[config.mk]
export PLATFORM = sky130hd
export DESIGN_NAME = ballast_seq
export DESIGN_NICKNAME = d
export VERILOG_FILES = /design/src/rtl/ballast_seq_pkg.sv /design/src/rtl/bal_ramp_gen.sv /design/src/rtl/bal_delay_timer.sv /design/src/rtl/bal_seq_fsm.sv /design/src/rtl/ballast_seq.sv
export SDC_FILE = /design/constraint.sdc
export NUM_CORES = 1
export LEC_CHECK = 0
export BUFFER_PORTS_ARGS = -buffer_cell sky130_fd_sc_hd__buf_2
export CORE_MARGIN = 2
export CORE_UTILIZATION = 53
export DETAILED_ROUTE_END_ITERATION = 10
export PLACE_DENSITY = 0.75
export SYNTH_ARGS = -nofsm -noshare
export SYNTH_HDL_FRONTEND = slang
export SYNTH_HIERARCHICAL = 1
export SYNTH_SLANG_ARGS = --single-unit
[constraint.sdc]
create_clock -name clk -period 4.9 [get_ports clk]
set_input_delay 0 -clock clk [delete_from_list [all_inputs] [get_ports clk]]
set_output_delay 0 -clock clk [all_outputs]
set_load 0.02 [all_outputs]
[src/rtl/ballast_seq_pkg.sv]
package ballast_seq_pkg;
  typedef enum logic [1:0] {
    ST_IDLE  = 2'd0,
    ST_IGN   = 2'd1,
    ST_RUN   = 2'd2,
    ST_FAULT = 2'd3
  } bal_state_t;
endpackage

[src/rtl/bal_ramp_gen.sv]
module bal_ramp_gen #(
  parameter int RAMP_W   = 8,
  parameter int IGN_TOP  = 200,
  parameter int RUN_STEP = 30
) (
  input  logic              clk,
  input  logic              rst,
  input  logic              in_ign,
  input  logic              in_run,
  output logic [RAMP_W-1:0] ramp,
  output logic              ign_done
);
  localparam logic [RAMP_W-1:0] TOP_V  = RAMP_W'(IGN_TOP);
  localparam logic [RAMP_W-1:0] STEP_V = RAMP_W'(RUN_STEP);

  assign ign_done = in_ign && (ramp == TOP_V);

  always_ff @(posedge clk) begin
    if (rst) begin
      ramp <= '0;
    end else if (in_ign) begin
      ramp <= ign_done ? '0 : ramp + 1'b1;
    end else if (in_run) begin
      ramp <= ramp + STEP_V;
    end else begin
      ramp <= '0;
    end
  end

  // slow ignition ramp, one step per cycle
  assert_ign_ramp_R3: assert property (@(posedge clk) disable iff (rst)
    (in_ign && !ign_done) |=> (ramp == $past(ramp) + 1'b1));

  // burst ramp advances by the fast step and wraps
  assert_run_ramp_R5: assert property (@(posedge clk) disable iff (rst)
    in_run |=> (ramp == $past(ramp) + STEP_V));
endmodule

[src/rtl/bal_delay_timer.sv]
module bal_delay_timer #(
  parameter int DLY_W   = 8,
  parameter int DLY_MAX = 40
) (
  input  logic             clk,
  input  logic             rst,
  input  logic             in_run,
  input  logic             in_fault,
  input  logic             sd_hi,
  input  logic             oc_hi,
  output logic [DLY_W-1:0] cnt,
  output logic             hit
);
  localparam logic [DLY_W-1:0] MAX_V  = DLY_W'(DLY_MAX);
  localparam logic [DLY_W-1:0] LAST_V = DLY_W'(DLY_MAX - 1);

  logic sd_q;
  logic stress;

  assign stress = sd_hi || oc_hi;
  assign hit    = in_run && stress && (cnt == LAST_V);

  always_ff @(posedge clk) begin
    if (rst) begin
      cnt  <= '0;
      sd_q <= 1'b0;
    end else begin
      sd_q <= sd_hi;
      if (in_run) begin
        if (stress) begin
          if (cnt != MAX_V) cnt <= cnt + 1'b1;
        end else if (sd_q) begin
          cnt <= '0;
        end
      end else if (!in_fault) begin
        cnt <= '0;
      end
    end
  end

  // count never passes the terminal value
  assert_dly_bound_R8: assert property (@(posedge clk) disable iff (rst)
    cnt <= MAX_V);

  // open-load release clears the shared count
  assert_sd_clear_R6: assert property (@(posedge clk) disable iff (rst)
    (in_run && !stress && sd_q) |=> (cnt == '0));

  // over-current release holds the count (duty stays regulated)
  assert_oc_hold_R7: assert property (@(posedge clk) disable iff (rst)
    (in_run && !stress && !sd_q) |=> $stable(cnt));

  // count frozen while faulted
  assert_fault_freeze_R8: assert property (@(posedge clk) disable iff (rst)
    (in_fault && !in_run) |=> $stable(cnt));
endmodule

[src/rtl/bal_seq_fsm.sv]
module bal_seq_fsm
  import ballast_seq_pkg::*;
(
  input  logic       clk,
  input  logic       rst,
  input  logic       vcc_hi,
  input  logic       vcc_lo,
  input  logic       en,
  input  logic       cs_ign,
  input  logic       sd_hi,
  input  logic       ign_done,
  input  logic       dly_hit,
  output bal_state_t state_q,
  output logic       ign_mode_o,
  output logic       run_mode_o,
  output logic       osc_en_o,
  output logic       burst_en_o,
  output logic       fault_o
);
  bal_state_t nxt;
  logic       supply_ok;

  assign supply_ok = vcc_lo && en;

  always_comb begin
    nxt = state_q;
    unique case (state_q)
      ST_IDLE:  if (vcc_hi && en) nxt = ST_IGN;
      ST_IGN: begin
        if (!supply_ok)    nxt = ST_IDLE;
        else if (ign_done) nxt = cs_ign ? ST_RUN : ST_FAULT;
      end
      ST_RUN: begin
        if (!supply_ok)   nxt = ST_IDLE;
        else if (dly_hit) nxt = ST_FAULT;
      end
      ST_FAULT: if (!vcc_lo) nxt = ST_IDLE;
      default:  nxt = ST_IDLE;
    endcase
  end

  always_ff @(posedge clk) begin
    if (rst) begin
      state_q    <= ST_IDLE;
      ign_mode_o <= 1'b0;
      run_mode_o <= 1'b0;
      osc_en_o   <= 1'b0;
      burst_en_o <= 1'b0;
      fault_o    <= 1'b0;
    end else begin
      state_q    <= nxt;
      ign_mode_o <= (nxt == ST_IGN);
      run_mode_o <= (nxt == ST_RUN);
      osc_en_o   <= (nxt == ST_IGN) || (nxt == ST_RUN);
      burst_en_o <= (nxt == ST_RUN) && !sd_hi;
      fault_o    <= (nxt == ST_FAULT);
    end
  end

  // idle until both start conditions hold
  assert_idle_wait_R1: assert property (@(posedge clk) disable iff (rst)
    (state_q == ST_IDLE && !(vcc_hi && en)) |=> (!osc_en_o && !fault_o));

  // start enters ignition at high frequency
  assert_start_R2: assert property (@(posedge clk) disable iff (rst)
    (state_q == ST_IDLE && vcc_hi && en) |=> (ign_mode_o && osc_en_o && !run_mode_o));

  // window end with lamp current goes to run
  assert_ign_pass_R4: assert property (@(posedge clk) disable iff (rst)
    (state_q == ST_IGN && ign_done && supply_ok && cs_ign) |=> run_mode_o);

  // window end without lamp current latches fault
  assert_ign_fail_R4: assert property (@(posedge clk) disable iff (rst)
    (state_q == ST_IGN && ign_done && supply_ok && !cs_ign) |=> fault_o);

  // terminal delay count latches fault
  assert_dly_fault_R8: assert property (@(posedge clk) disable iff (rst)
    (state_q == ST_RUN && dly_hit && supply_ok) |=> (fault_o && !osc_en_o && !burst_en_o));

  // fault holds while supply stays above lower level
  assert_fault_latch_R9: assert property (@(posedge clk) disable iff (rst)
    (state_q == ST_FAULT && vcc_lo) |=> fault_o);

  // supply or enable loss wins over every other transition
  assert_drop_R10: assert property (@(posedge clk) disable iff (rst)
    ((state_q == ST_IGN || state_q == ST_RUN) && !supply_ok) |=> (state_q == ST_IDLE));
endmodule

[src/rtl/ballast_seq.sv]
module ballast_seq
  import ballast_seq_pkg::*;
#(
  parameter int RAMP_W   = 8,
  parameter int IGN_TOP  = 200,
  parameter int RUN_STEP = 30,
  parameter int DLY_W    = 8,
  parameter int DLY_MAX  = 40
) (
  input  logic              clk,
  input  logic              rst,
  input  logic              vcc_above_hi,
  input  logic              vcc_above_lo,
  input  logic              enable,
  input  logic              cs_ign_hi,
  input  logic              cs_oc_hi,
  input  logic              sd_open_hi,
  output logic              ign_mode,
  output logic              run_mode,
  output logic              osc_en,
  output logic              burst_en,
  output logic              fault,
  output logic [DLY_W-1:0]  dly_cnt,
  output logic [RAMP_W-1:0] ramp
);
  bal_state_t state;
  logic       ign_done;
  logic       dly_hit;
  logic       in_ign, in_run, in_fault;

  assign in_ign   = (state == ST_IGN);
  assign in_run   = (state == ST_RUN);
  assign in_fault = (state == ST_FAULT);

  bal_seq_fsm u_fsm (
    .clk        (clk),
    .rst        (rst),
    .vcc_hi     (vcc_above_hi),
    .vcc_lo     (vcc_above_lo),
    .en         (enable),
    .cs_ign     (cs_ign_hi),
    .sd_hi      (sd_open_hi),
    .ign_done   (ign_done),
    .dly_hit    (dly_hit),
    .state_q    (state),
    .ign_mode_o (ign_mode),
    .run_mode_o (run_mode),
    .osc_en_o   (osc_en),
    .burst_en_o (burst_en),
    .fault_o    (fault)
  );

  bal_ramp_gen #(
    .RAMP_W   (RAMP_W),
    .IGN_TOP  (IGN_TOP),
    .RUN_STEP (RUN_STEP)
  ) u_ramp (
    .clk      (clk),
    .rst      (rst),
    .in_ign   (in_ign),
    .in_run   (in_run),
    .ramp     (ramp),
    .ign_done (ign_done)
  );

  bal_delay_timer #(
    .DLY_W   (DLY_W),
    .DLY_MAX (DLY_MAX)
  ) u_dly (
    .clk      (clk),
    .rst      (rst),
    .in_run   (in_run),
    .in_fault (in_fault),
    .sd_hi    (sd_open_hi),
    .oc_hi    (cs_oc_hi),
    .cnt      (dly_cnt),
    .hit      (dly_hit)
  );

  // ignition and run are never selected together
  assert_mode_excl_R2: assert property (@(posedge clk) disable iff (rst)
    $onehot0({ign_mode, run_mode, fault}));
endmodule

==> results.yml, run 1 <==
status:
  status: "complete, no violations"
critical_path:
  r2r-start: "u_fsm/state_q[1]"
  worstReg2RegEnd: "u_fsm/burst_en_o"
  cp_common_cell: "nor2b_1"
  cp_slowest_stage_delay_ns: 0.47
  crit_path_start: "u_fsm/state_q[1]"
  cpLargestDelayFamily: "simple AND/OR/NAND/NOR gates"
  worst-setup-path-type: "flip-flop to flip-flop"
  crit_path_end: "u_fsm/burst_en_o"
  cp.required_ns: 5.11
  reg2regPathDepth: 9
  rrSetupSlack_ns: 2.56
  cp-end-kind: "flip-flop"
  crit_cells: 9
  cp-start-kind: "flip-flop"
  critPathMaxFanout: 11
  crit_slowest_cell: "dfxtp_1"
  cp.arrival_ns: 2.56
  cp_cell_sequence: "and2b_2 -> o21ai_0 -> nor4_1 -> and3b_1 -> a31oi_2 -> o21a_1 -> ha_1 -> nor2b_1 -> nor2b_1"
  critPathBufInv: 0
timing:
  setup_viol: 0
  max_freq_ghz: 0.4267
  layout_min_cycle_time_ns: 2.344
  fin_crit_sh: 0.4783
  hold_viol: 0
  setup_tns_ns: 0
  slew_violations: 0
  hold_slack_ns: 0.1009
  relSlewSlack: 0.5646
  worst_slew_pin_slew_ns: 0.6517
  rsz0062_at_grt: "false"
  fin_worst_skew_ns: 0.0008966
yosys:
  async_flop_share: 0
  ys.flop_type: "dfxtp_1"
  ys_seq_area_frac: 0.3392
  ys_ff_latch: 24
  syn_area_per_cell_sq_um: 8.532
  yosysUniqueCellTypes: 49
  syn-instance-count: 166
  synth_fp_nets: 183
  synth_edf_count: 0
  yosysWarnings: 6
  syn_area_sq_um: 1416
finish:
  layout_commonest_cell: "buf_2"
  fin_nets: 211
  syn2layout_area_growth_pct: 12.99
  drive_gt1_frac: 0.2396
  final_util: 0.6401
  layout_common_cells: "buf_2, dfxtp_1, nor2_1"
  diodes: 0
  final_area_sq_um: 1600
power:
  power_density_nw_per_um2: 193.1
  irDropWorstVdd_mv: 0.1476
  p_leak_uw: 0.0006480
  p_total_uw: 309.0
detailed_routing:
  drt-initial-drc-count: 50
  ant_nets: 0
  vias: 1318
  dr.pass1.iters: 4
  drc: 0
  wl_per_cell_um: 13.45
  wl_mm: 2.986
  via_per_inst: 5.937
cts:
  numClockSinks: 24
  cts_setup_buffers: 0
  clk_latency_ns: 0.30
  cts-root-buf: "clkbuf_4"
  h-tree-depth: 1
  cts_resized: 0
  cts_buffers: 3
  clk_pin_slew_ns: 0.13
  clock_path_buffers: 2
  cts_tree: "built"
  cts_hold_buf: 2
place:
  place_congestion: 0.8070
  dpl_cell_area_sq_um: 1558
  hpwl_mm: 2.188
  port_buffers: 28
job:
  maxCapViolCount: 0
global_routing:
  grt_first_pass_wirelength_mm: 5.064
  grt.overflow.total: 0
  antenna_found_initial: 0
  first_global_vias: 1152
  grt_max_degree: 25
  track_usage: 0.1959
worst_hold_path:
  hp-class: "primary input to flip-flop"
floorplan:
  die_area_sq_um: 3102
  num_rows: 18
  start_util: 0.5666
  coreArea_sq_um: 2500
  die_h_um: 55.70
  num_io_pins: 29
  fp.dieW_um: 55.70
[worst min path at each step]
stage / start / to / slack (ns) / cells past startpoint
finish: enable / u_fsm/state_q[0] / 0.10 / 4
global route: rst / u_fsm/osc_en_o / 0.09 / 2
detailed placement: sd_open_hi / u_fsm/burst_en_o / 0.24 / 2
CTS: enable / u_fsm/state_q[0] / 0.09 / 4
global placement: sd_open_hi / u_fsm/burst_en_o / 0.24 / 2
floorplan: rst / u_fsm/osc_en_o / 0.07 / 1
[stage by stage]
stage | cells | worst slack [ns]
after floorplan | 166 | 2.702
after global placement | 217 | 2.687
after detailed placement | 217 | 2.582
after CTS | 222 | 2.569
after global routing | 222 | 2.319
final | 222 | 2.556
[power by group]
part	switching (uW)	internal, uW	total (uW)
Combinational	14.1	10.1	24.2
Clock	56.0	28.6	84.6
Sequential	2.75	198	200
[routing by layer]
metal	wire length, um	GRT usage
met5	0	0
met4	15	0.04878
met3	179	0.03953
met2	1355	0.3061
met1	1436	0.2759
[cells by family (layout without fill, tap and decap cells)]
kind of cell	after synthesis	after routing	share of synthesized area
adders and majority gates	9	9	0.07951
AOI/OAI and AO/OA	42	42	0.2076
DFF	24	24	0.3392
muxes	4	4	0.03003
xor gates and xnor gates	4	4	0.02474
and+or+nand+nor	70	70	0.2774
buffers and inverters	13	39	0.04151
[flip-flops by register name (all words and copies together) (netlist names)]
register          count
u_fsm/osc_en_o        1
u_ramp/ramp           8
u_dly/cnt             8
u_fsm/fault_o         1
u_fsm/burst_en_o      1
u_fsm/run_mode_o      1
u_dly/sd_q            1
u_fsm/state_q         2
u_fsm/ign_mode_o      1
[cell usage after synthesis (4+ instances only)]
library cell | n | area, sq um
dfxtp_1 | 24 | 480.5
nand3_1 | 9 | 45.04
nand2_1 | 13 | 48.80
a21oi_1 | 9 | 45.04
nor3_1 | 4 | 20.02
ha_1 | 9 | 112.6
o21ai_0 | 10 | 50.05
nor2_1 | 14 | 52.55
nor2b_1 | 6 | 37.54
inv_1 | 6 | 22.52
[cell type report]
type	instances	area, sq um
clock buffer	3	22.52
fill	219	899.6
inverter	6	22.52
multi-input combinational	129	877.1
sequential	24	480.5
tap	30	37.54
timing repair buffer	30	160.2
[worst reg2reg max path: cells and delay by family, from the launching register on]
kind / cells / cell delay, ns
AOI/OAI and AO/OA: 3 / 0.51
and+or+nand+nor: 5 / 1.08
adders and majority gates: 1 / 0.18
DFF: 1 / 0.47
Note: power is estimated with default switching activity, not from simulation.
==> inputs of run 2 (changes only) <==
- clock period: 4.9 -> 2.4 ns (I/O delays scaled with it)
==> run 2 against run 1 <==
Effect of this change: clock skew increased by 0.013 ns; register-to-register slack worse by 2.4 ns; count of clock-buffer cells in the layout did not move; first-iteration DRC count shrank 2.0%; wire length rose by 6.3%; non-clock buffer count rose by 6.
==> results.yml, run 2 (synthesis results as in run 1) <==
status:
  status: "complete, no violations"
power:
  p_leak_uw: 0.0006933
  power_density_nw_per_um2: 455.1
  irDropWorstVdd_mv: 0.3417
global_routing:
  first_global_vias: 1209
  track_usage: 0.2109
  antenna_found_initial: 0
  grt_first_pass_wirelength_mm: 5.395
  grt_max_degree: 25
  grt.overflow.total: 0
critical_path:
  worst-setup-path-type: "flip-flop to flip-flop"
  r2r-start: "u_ramp/ramp[1]"
  worstReg2RegEnd: "u_fsm/burst_en_o"
  crit_cells: 11
  cp.arrival_ns: 2.47
  cp-start-kind: "flip-flop"
  cp-end-kind: "flip-flop"
  reg2regPathDepth: 11
  cpLargestDelayFamily: "simple AND/OR/NAND/NOR gates"
  cp_cell_sequence: "inv_1 -> ha_1 -> nand4_1 -> nor4_1 -> and2_1 -> a21o_2 -> a22o_2 -> and2_1 -> ha_1 -> nor2b_1 -> nor2b_1"
  crit_slowest_cell: "dfxtp_1"
  crit_path_end: "u_fsm/burst_en_o"
  cp.required_ns: 2.65
  rrSetupSlack_ns: 0.17
  crit_path_start: "u_ramp/ramp[1]"
  cp_slowest_stage_delay_ns: 0.45
  critPathMaxFanout: 6
  critPathBufInv: 1
finish:
  regArea_sq_um: 480.5
  diodes: 0
  layout_common_cells: "buf_2, dfxtp_1, nor2_1"
  final_util: 0.6702
  fillers: 203
  layout_commonest_cell: "buf_2"
  syn2layout_area_growth_pct: 18.29
  fin_nets: 217
  drive_gt1_frac: 0.2663
  largestRegisters: "u_dly/cnt (8), u_ramp/ramp (8), u_fsm/state_q (2)"
  multi_input_area_sq_um: 877.1
detailed_routing:
  dr.pass1.iters: 4
  vias: 1377
  drt-initial-drc-count: 49
  ant_nets: 0
  drc: 0
  wl_per_cell_um: 13.86
  via_per_inst: 6.013
  wl_mm: 3.174
timing:
  slew_violations: 0
  relSlewSlack: 0.7142
  fin_crit_sh: 0.9271
  setup_viol: 0
  layout_min_cycle_time_ns: 2.225
  fin_worst_skew_ns: 0.01354
  max_freq_ghz: 0.4494
  hold_viol: 0
  worst_slew_pin_slew_ns: 0.4278
  rsz0062_at_grt: "false"
  setup_tns_ns: 0
place:
  port_buffers: 28
  hpwl_mm: 2.320
  place_congestion: 0.8348
floorplan:
  die_area_sq_um: 3102
  coreArea_sq_um: 2500
  die_h_um: 55.70
  num_rows: 18
  num_io_pins: 29
  start_util: 0.5666
  fp.dieW_um: 55.70
cts:
  h-tree-depth: 1
  cts-root-buf: "clkbuf_4"
  numClockSinks: 24
  clock_path_buffers: 2
  cts_hold_buf: 2
  cts_resized: 0
  cts_buffers: 3
  clk_pin_slew_ns: 0.15
  cts_setup_buffers: 0
  clk_latency_ns: 0.33
  cts_tree: "built"
worst_hold_path:
  hp-class: "primary input to flip-flop"
job:
  maxCapViolCount: 0
-- run 2: cell count changes in the layout (fill, tap and decap cells not counted), sizes merged --
cell | before | now
buf | 28 | 34
bufinv | 0 | 1
-- run 2: worst min path at each step --
stage               startpoint               end  slack (ns)  cells past startpoint
CTS                     enable  u_fsm/state_q[0]        0.05                      4
detailed placement  sd_open_hi  u_fsm/burst_en_o        0.25                      2
global route            enable  u_fsm/state_q[0]        0.08                      4
global placement    sd_open_hi  u_fsm/burst_en_o        0.24                      2
floorplan                  rst    u_fsm/osc_en_o        0.07                      1
finish                  enable  u_fsm/state_q[0]        0.05                      4
-- run 2: where the power goes --
group	internal [uW]	total [uW]	switching [uW]
Combinational	22.3	52.4	30.2
Clock	169	302	133
Sequential	403	408	4.90
Total	595	763	168
-- run 2: layout make-up --
cell class / count / share of cell area
well taps: 30 / 0.02240
clock inverters: 1 / 0.01792
clock buffers: 3 / 0.01344
inverters: 6 / 0.01344
multi-input cells: 129 / 0.5235
flip-flops and latches: 24 / 0.2868
repair buffers: 36 / 0.1225
-- run 2: worst reg2reg max path: stages (launching register included) --
cell	delay [ns]
dfxtp_1	0.45
inv_1	0.11
ha_1	0.19
nand4_1	0.11
nor4_1	0.06
and2_1	0.19
a21o_2	0.21
a22o_2	0.22
and2_1	0.17
ha_1	0.17
nor2b_1	0.13
nor2b_1	0.15
-- run 2: metal layers --
metal | track usage | part of all wire | wire length [um] | up-vias
met5 | 0 | 0 | 0 | -
li1 | - | - | - | 677
met3 | 0.03256 | 0.045 | 143 | 7
met1 | 0.2841 | 0.48 | 1526 | 652
met4 | 0.1080 | 0.021 | 68 | 0
met2 | 0.3248 | 0.45 | 1436 | 41
-- run 2: through the flow --
stage	area (sq um)	worst slack [ns]	hold WS (ns)	std cells	total power (uW)
detailed placement	1603	0.1984	0.2530	223	466.2
global route	1675	0.02850	0.08349	229	785.6
global placement	1603	0.2686	0.2394	223	465.0
finish	1675	0.1750	0.04503	229	762.5
floorplan	1416	0.2017	0.06669	166	446.2
CTS	1675	0.1777	0.04599	229	763.9
==> inputs of run 3 (changes only) <==
- PLACE_DENSITY: 0.75 -> unset
- PLACE_DENSITY_LB_ADDON: unset -> 0.2
- REMOVE_ABC_BUFFERS: unset -> 1
==> run 3 against run 2 <==
Effect of this change: critical path depth stayed put; core utilization is 0.30 points lower; worst hold slack better by 0.045 ns; die area stayed put; register-to-register slack worse by 0.02 ns; largest power group unchanged; clock skew is 0.0021 ns lower; critical endpoint unchanged; cell count is 0.44% lower; sequential power hardly changed; design area is 0.45% lower.
==> results.yml, run 3 (synthesis results as in run 1) <==
cts:
  cts_tree: "built"
  clk_latency_ns: 0.32
  cts_buffers: 3
  clk_pin_slew_ns: 0.15
  numClockSinks: 24
  cts-root-buf: "clkbuf_4"
  cts_resized: 0
  h-tree-depth: 1
  clock_path_buffers: 2
floorplan:
  coreArea_sq_um: 2500
  start_util: 0.5666
  die_area_sq_um: 3102
  num_io_pins: 29
  die_h_um: 55.70
  fp.dieW_um: 55.70
  num_rows: 18
finish:
  fin_nets: 216
  diodes: 0
  drive_gt1_frac: 0.2626
  largestRegisters: "u_dly/cnt (8), u_ramp/ramp (8), u_fsm/state_q (2)"
  syn2layout_area_growth_pct: 17.76
  fillers: 217
  layout_commonest_cell: "buf_2"
  layout_common_cells: "buf_2, dfxtp_1, nor2_1"
worst_hold_path:
  min_path_cells: 4
  min-delay-start: "enable"
  hp-class: "primary input to flip-flop"
detailed_routing:
  vias: 1341
  wl_mm: 3.223
  ant_nets: 0
  wl_per_cell_um: 14.14
  via_per_inst: 5.882
  drt-initial-drc-count: 48
  drc: 0
  dr.pass1.iters: 4
critical_path:
  critPathMaxFanout: 6
  reg2regPathDepth: 11
  worst-setup-path-type: "flip-flop to flip-flop"
  cp-end-kind: "flip-flop"
  cp.required_ns: 2.63
  cp.arrival_ns: 2.48
  r2r-start: "u_ramp/ramp[0]"
  crit_path_start: "u_ramp/ramp[0]"
  cp-start-kind: "flip-flop"
power:
  p_leak_uw: 0.0006891
  power_density_nw_per_um2: 454.4
  irDropWorstVdd_mv: 0.3338
global_routing:
  antenna_found_initial: 0
  grt.overflow.total: 0
  grt_first_pass_wirelength_mm: 5.478
  first_global_vias: 1230
  track_usage: 0.2126
  grt_max_degree: 25
timing:
  relSlewSlack: 0.6388
  hold_slack_ns: 0.08994
  worst_slew_pin_slew_ns: 0.5361
  layout_min_cycle_time_ns: 2.247
  setup_viol: 0
  rsz0062_at_grt: "false"
  fin_worst_skew_ns: 0.01148
  max_freq_ghz: 0.4451
  hold_viol: 0
  fin_crit_sh: 0.9361
  setup_tns_ns: 0
  slew_violations: 0
place:
  place_congestion: 0.8967
  port_buffers: 28
  hpwl_mm: 2.359
status:
  status: "complete, no violations"
job:
  maxCapViolCount: 0
## run 3: changes by cell type in the layout (fill, tap and decap cells not counted)
cell	change
buf_4	-1
## run 3: routing by layer
| layer | global-route usage | routed length (um) | share of wire | vias to the layer above |
|---|---|---|---|---|
| li1 | - | - | - | 668 |
| met2 | 0.3333 | 1482 | 0.46 | 47 |
| met1 | 0.3004 | 1529 | 0.47 | 618 |
| met4 | 0.06969 | 56 | 0.017 | 0 |
| met3 | 0.02791 | 155 | 0.048 | 8 |
| met5 | 0 | 0 | 0 | - |
## run 3: stage by stage
stage | cells | setup WS, ns | instance area, sq um | util | total power, uW
after floorplan | 159 | 0.2017 | 1380 | - | 442.2
after global placement | 222 | 0.2597 | 1595 | 0.6381 | 465.4
after detailed placement | 222 | 0.1921 | 1595 | 0.6381 | 466.7
after CTS | 228 | 0.1643 | 1668 | 0.6672 | 760.0
after global routing | 228 | 0.01418 | 1668 | 0.6672 | 780.3
final | 228 | 0.1534 | 1668 | 0.6672 | 757.8
## run 3: critical path: stages, from the launching register on
cell and delay, ns:
dfxtp_1 0.43, inv_1 0.10, ha_1 0.21, nand4_1 0.13, nor4_1 0.06, and2_1 0.18
a21o_2 0.21, a22o_2 0.22, and2_1 0.17, ha_1 0.17, nor2b_1 0.13, nor2b_1 0.14
## run 3: final cells by class
| type | count | area (sq um) | area share |
|---|---|---|---|
| clock buffers | 3 | 22.52 | 0.01350 |
| clock inverters | 1 | 30.03 | 0.01800 |
| inverters | 6 | 22.52 | 0.01350 |
| multi-input cells | 129 | 877.1 | 0.5259 |
| flip-flops and latches | 24 | 480.5 | 0.2881 |
| well taps | 30 | 37.54 | 0.02251 |
| repair buffers | 35 | 197.7 | 0.1185 |
## run 3: repair_timing
item | 4_1_cts | 5_1_grt
buffers inserted | 0 | 0
hold endpoints to repair | 3 | 0
hold buffers | 2 | 0
## run 3: path summary, 6_finish.rpt
| kind | end | slack [ns] |
|---|---|---|
| max | u_fsm/burst_en_o | 0.15 |
| min | u_fsm/state_q[0] | 0.09 |
| max reg2reg | u_fsm/burst_en_o | 0.15 |
| min reg2reg | u_dly/cnt[7] | 0.53 |
## run 3: where the power goes
group	leakage, uW	switching, uW	internal, uW
Clock	0.0000279	128	169
Sequential	0.000194	4.28	404
Combinational	0.000467	30.6	22.5
Total	0.000689	163	595
